<file path="config.mk">
export PLATFORM = sky130hd
export DESIGN_NAME = pt_walker
export DESIGN_NICKNAME = d
export VERILOG_FILES = /design/src/rtl/pt_walker.sv
export SDC_FILE = /design/constraint.sdc
export NUM_CORES = 1
export LEC_CHECK = 0
export ABC_AREA = 0
export CAP_MARGIN = 0
export CORE_UTILIZATION = 35
export CTS_CLUSTER_DIAMETER = 100
export DETAILED_ROUTE_END_ITERATION = 10
export PLACE_DENSITY = 0.74
export SLEW_MARGIN = 20
export SYNTH_ARGS = -nofsm -noshare
export SYNTH_HDL_FRONTEND = slang
export SYNTH_SLANG_ARGS = --single-unit
</file>
<file path="constraint.sdc">
create_clock -name clk -period 3.1 [get_ports clk]
set_input_delay 0.62 -clock clk [delete_from_list [all_inputs] [get_ports clk]]
set_output_delay 0.62 -clock clk [all_outputs]
set_load 0.05 [all_outputs]
</file>
<file path="src/rtl/pt_walker.sv">
module pt_walker #(
  parameter int IDX_W = 10,
  parameter int OFF_W = 12
) (
  input  logic                          clk,
  input  logic                          rst_n,
  input  logic [2*IDX_W+OFF_W-1:0]      root_base,
  input  logic                          req_valid,
  output logic                          req_ready,
  input  logic [2*IDX_W+OFF_W-1:0]      req_vaddr,
  input  logic                          req_write,
  input  logic                          req_user,
  output logic                          mem_req,
  output logic                          mem_we,
  output logic [2*IDX_W+OFF_W-1:0]      mem_addr,
  output logic [2*IDX_W+OFF_W-1:0]      mem_wdata,
  input  logic [2*IDX_W+OFF_W-1:0]      mem_rdata,
  input  logic                          mem_ack,
  output logic                          rsp_valid,
  output logic                          rsp_fault,
  output logic [2*IDX_W+OFF_W-1:0]      rsp_paddr,
  output logic [2:0]                    rsp_code
);
  localparam int EW   = 2*IDX_W + OFF_W;
  localparam int LG_W = IDX_W + OFF_W;
  localparam int B_P  = 0;
  localparam int B_RW = 1;
  localparam int B_US = 2;
  localparam int B_A  = 5;
  localparam int B_D  = 6;
  localparam int B_PS = 7;
  localparam logic [EW-1:0] M_A = EW'(1) << B_A;
  localparam logic [EW-1:0] M_D = EW'(1) << B_D;

  typedef enum logic [2:0] {S_IDLE, S_DIR, S_TBL, S_WDIR, S_WTBL, S_RSP} st_t;
  st_t st;

  logic [EW-1:0] va_q, root_q, pde_q, pte_q;
  logic          wr_q, usr_q, lg_q;

  wire [IDX_W-1:0] dir_idx  = va_q[EW-1 -: IDX_W];
  wire [IDX_W-1:0] tbl_idx  = va_q[OFF_W +: IDX_W];
  wire [EW-1:0]    dir_addr = {root_q[EW-1:OFF_W], dir_idx, 2'b00};
  wire [EW-1:0]    tbl_addr = {pde_q[EW-1:OFF_W], tbl_idx, 2'b00};

  wire eff_rw  = mem_rdata[B_RW] & ((st == S_TBL) ? pde_q[B_RW] : 1'b1);
  wire eff_us  = mem_rdata[B_US] & ((st == S_TBL) ? pde_q[B_US] : 1'b1);
  wire prot    = usr_q & (~eff_us | (wr_q & ~eff_rw));
  wire rd_wb   = ~mem_rdata[B_A] | (wr_q & ~mem_rdata[B_D]);
  wire pte_wb  = ~pte_q[B_A] | (wr_q & ~pte_q[B_D]);

  assign req_ready = (st == S_IDLE);
  assign rsp_valid = (st == S_RSP);
  assign mem_req   = (st == S_DIR) | (st == S_TBL) | (st == S_WDIR) | (st == S_WTBL);
  assign mem_we    = (st == S_WDIR) | (st == S_WTBL);
  assign mem_addr  = ((st == S_DIR) | (st == S_WDIR)) ? dir_addr : tbl_addr;
  assign mem_wdata = (st == S_WDIR) ? (pde_q | M_A | ((lg_q & wr_q) ? M_D : '0))
                                    : (pte_q | M_A | (wr_q ? M_D : '0));

  always_ff @(posedge clk) begin
    if (!rst_n) begin
      st        <= S_IDLE;
      va_q      <= '0;
      root_q    <= '0;
      pde_q     <= '0;
      pte_q     <= '0;
      wr_q      <= 1'b0;
      usr_q     <= 1'b0;
      lg_q      <= 1'b0;
      rsp_fault <= 1'b0;
      rsp_paddr <= '0;
      rsp_code  <= '0;
    end else begin
      case (st)
        S_IDLE: if (req_valid) begin
          va_q   <= req_vaddr;
          wr_q   <= req_write;
          usr_q  <= req_user;
          root_q <= root_base;
          st     <= S_DIR;
        end
        S_DIR: if (mem_ack) begin
          pde_q     <= mem_rdata;
          lg_q      <= mem_rdata[B_PS];
          rsp_code  <= {usr_q, wr_q, mem_rdata[B_P] & prot};
          rsp_fault <= ~mem_rdata[B_P] | (mem_rdata[B_PS] & prot);
          rsp_paddr <= {mem_rdata[EW-1 -: IDX_W], va_q[LG_W-1:0]};
          if (!mem_rdata[B_P])       st <= S_RSP;
          else if (mem_rdata[B_PS])  st <= prot ? S_RSP : (rd_wb ? S_WDIR : S_RSP);
          else                       st <= S_TBL;
        end
        S_TBL: if (mem_ack) begin
          pte_q     <= mem_rdata;
          rsp_code  <= {usr_q, wr_q, mem_rdata[B_P] & prot};
          rsp_fault <= ~mem_rdata[B_P] | prot;
          rsp_paddr <= {mem_rdata[EW-1:OFF_W], va_q[OFF_W-1:0]};
          if (!mem_rdata[B_P] || prot) st <= S_RSP;
          else if (!pde_q[B_A])        st <= S_WDIR;
          else if (rd_wb)              st <= S_WTBL;
          else                         st <= S_RSP;
        end
        S_WDIR: if (mem_ack) st <= (!lg_q && pte_wb) ? S_WTBL : S_RSP;
        S_WTBL: if (mem_ack) st <= S_RSP;
        default: st <= S_IDLE;
      endcase
    end
  end

  a_r8_busy_after_accept: assert property (@(posedge clk) disable iff (!rst_n)
    (req_valid && req_ready) |=> !req_ready);

  a_r8_rsp_pulse: assert property (@(posedge clk) disable iff (!rst_n)
    rsp_valid |=> (!rsp_valid && req_ready));

  a_r9_hold_req: assert property (@(posedge clk) disable iff (!rst_n)
    (mem_req && !mem_ack) |=> (mem_req && $stable(mem_addr) && $stable(mem_we)));

  a_r6_prot_user_only: assert property (@(posedge clk) disable iff (!rst_n)
    (rsp_valid && rsp_fault && rsp_code[0]) |-> rsp_code[2]);

  a_r7_wb_sets_accessed: assert property (@(posedge clk) disable iff (!rst_n)
    (mem_req && mem_we) |-> mem_wdata[B_A]);

  a_r1_idle_no_mem: assert property (@(posedge clk) disable iff (!rst_n)
    req_ready |-> (!mem_req && !rsp_valid));
endmodule

</file>
==> flow_summary.toml <==
[placement]
io_buffers = 190
gp_congestion = 0.8504
place_area_um2 = 8981
hpwl_mm = 13.35

[logic_synthesis]
ys_async_sr_fraction = 0
yosysTopAreaCellShare = 0.4815
ys.flop_type = "dfxtp_1"
yosysTopAreaCell = "dfxtp_1"
avgSynthCellArea_um2 = 8.009
yosys-top-cells-area = "dfxtp_1 (48%), nand2_1 (18%), a21oi_1 (11%)"
ys_ff_latch = 157
yosys_warnings = 0
synth-edff-count = 0
syn_inst = 815
synth_area_um2 = 6528
ys_seq_area_frac = 0.4815
ys_types = 44

[clock_network]
cts_buffer_depth = 2
cts_root_buf = "clkbuf_16"
path_clk_slew_ns = 0.06
clk_latency_ns = 0.41
numCtsBuffers = 17
htreeDepth = 4
clkSinkCount = 157
cts_tree = "done"
ctsHoldBuffers = 0
cts_resized = 0
cts_setup_buffers = 0

[detailed_routing]
drc = 16
postRouteWirelength_mm = 19.58
ant_nets = 0
dr.pass1.iters = 8
vias_per_cell = 4.908
wl_met1_mm = 8.814
wl_met3_mm = 1.069
wl_per_cell_um = 16.01
drtIter0Drc = 479
met2WireLength_mm = 9.291
vias = 6003
highest_layer = "met4"

[power]
power.switching_mw = 2.227
seqPwrFrac = 0.372
power.internal_mw = 4.079
pwr-share-clk = 0.319
vdd_drop_max_v = 0.0003777
p_leak_nw = 3.469
power.density_nw_per_um2 = 659.8
comb_power_share = 0.308
p_sw_frac = 0.3531

[setup_path]
cpMostUsedCell = "buf_12"
worst-path-stages = 6
cp.arrival_ns = 2.37
required_ns = 2.48
worst-path-buf-inv = 3
crit_family = "buffers and inverters"
critPathLaunchType = "register"
slowest_delay_ns = 0.53
crit_chain = "nor2b_4, buf_4, nand2_2, buf_12, mux2_2, buf_12"
crit_type = "reg2out"
critPathMaxFanout = 23
r2r_cells = 5
endpoint_kind = "output pin"
cp_slowest_cell = "dfxtp_1"
r2r-start = "st[1]"
crit_path_start = "st[2]"

[sta]
finalMaxSlewViolations = 0
fin_crit_ns = 2.986
max_slew_margin = 0.5934
fin_worst_skew_ns = 0.008151
timing.hold.ws_ns = 0.4474
finalHoldViolCount = 0
fin_crit_sh = 0.9632
finalSetupViolCount = 0
rsz0062_at_grt = "yes"
worstMarginPinSlew_ns = 0.6081
timing.fmax_mhz = 334.9

[cells_and_area]
num-fill-cells = 1676
seq_area_um2 = 3143
final_layout_size_suffix_gt1_frac = 0.1620
multi_input_area_um2 = 3124
insertedDiodeCount = 0
design_area_um2 = 9558
fin_nets = 1083
syn_to_final_growth_pct = 46.43

[hold_path]
min_from = "rsp_paddr[2]"
hold_path_class = "reg2reg"
hold_depth = 2

[global_route]
grt_pass1_wl_mm = 31.39
antenna_found_initial = 0
grt_overflow_total = 0
grt_max_degree = 60
grt_util_all_layers = 0.2086
grt_pass1_vias = 5731

[floorplanning]
io_pins = 206
die_h_um = 138.6
fp.dieArea_um2 = 19200
die_width_um = 138.6
coreArea_um2 = 18150
start_util = 0.3597
rows = 49

[run_status]
violations = "design-rule violations"
status = "finished, violations left"

[run]
max_cap_viol_count = 0
[logic make-up (layout without fill, tap and decap cells)]
family | after synthesis | count (layout) | share of synthesized area
XOR/XNOR | 1 | 1 | 0.001342
flip-flops | 157 | 157 | 0.4815
buffers and inverters | 66 | 244 | 0.04428
AO/OA/AOI/OAI | 175 | 175 | 0.1499
multiplexers | 61 | 61 | 0.1050
other | 2 | 3 | 0.001151
AND/OR/NAND/NOR | 353 | 353 | 0.2168
[layout by cell type (no fill, tap or decap), types with 2 or more instances in the layout]
cell / synthesis / final
a21oi_1: 145 / 145
a311oi_1: 11 / 11
buf_12: 0 / 37
buf_4: 3 / 17
clkbuf_16: 0 / 17
clkdlybuf4s50_1: 0 / 154
clkinv_4: 0 / 5
clkinvlp_4: 0 / 4
conb_1: 2 / 3
dfxtp_1: 157 / 157
inv_1: 4 / 3
inv_6: 0 / 2
mux2_2: 60 / 60
nand2_1: 317 / 315
nand2_2: 1 / 3
nand2b_1: 5 / 5
nor2_1: 14 / 14
nor3b_2: 3 / 2
o21ai_0: 4 / 4
o31ai_1: 2 / 2
[cells in the mapped netlist, drive strengths merged (2+ instances only)]
master and instances:
nand2b 5, o31ai 2, buf 27, inv 4, a21oi 147, mux2 60
nor2b 2, o21ai 4, a21boi 2, clkbuf 35, nor3b 4, dfxtp 157
or4b 2, nand2 318, nor2 16, a311oi 11, conb 2
[per-layer routing]
| layer | up-vias | global-route usage |
|---|---|---|
| li1 | 3034 | - |
| met1 | 2787 | 0.2671 |
| met2 | 161 | 0.3414 |
| met3 | 21 | 0.04834 |
| met4 | 0 | 0.07865 |
| met5 | - | 0 |
[final cells by class]
type,instances,share of cell area
flip-flops and latches,157,0.3288
multi-input cells,593,0.3269
repair buffers,208,0.2521
clock buffers,18,0.04595
well taps,229,0.02998
clock inverters,14,0.01440
inverters,4,0.001833
[worst register-to-register path, cell delays in order (launching register included)]
cell and delay, ns:
dfxtp_1 0.71, or3b_1 0.68, nor2_4 0.44, buf_4 0.36
nand2_1 0.10, a21oi_1 0.14
[state kept, by name, indices dropped and copies added (netlist names), 3 cells and up]
register / flops
pde_q: 32
pte_q: 32
root_q: 20
rsp_code: 3
rsp_paddr: 32
st: 3
va_q: 32
[metrics by stage]
step                setup slack (ns)  utilization  TNS (ns)  instances  power (mW)
floorplan                     0.5014            -         0        816       3.601
global route                -0.02849       0.5267  -0.02849       1223       6.604
finish                        0.1141       0.5267         0       1223       6.306
global placement              0.5783       0.4949         0       1191       4.316
detailed placement            0.5522       0.4949         0       1191       4.341
CTS                           0.1008       0.5267         0       1223       6.367
[final timing paths]
| kind | end | slack [ns] |
|---|---|---|
| worst min register to register | rsp_paddr[2] | 0.45 |
| worst max-delay path | mem_wdata[21] | 0.11 |
| worst max register to register | pte_q[20] | 0.61 |
| worst min-delay path | rsp_paddr[2] | 0.45 |
[power groups by stage]
stage               registers [mW]  clock network (mW)  logic, mW
floorplan                     2.51                   0       1.09
global placement              2.38                   0       1.94
detailed placement            2.39                   0       1.95
CTS                           2.35                2.06       1.96
global route                  2.37                2.16       2.07
finish                        2.35                2.01       1.94
No activity file was read; power rests on OpenSTA's default activity.
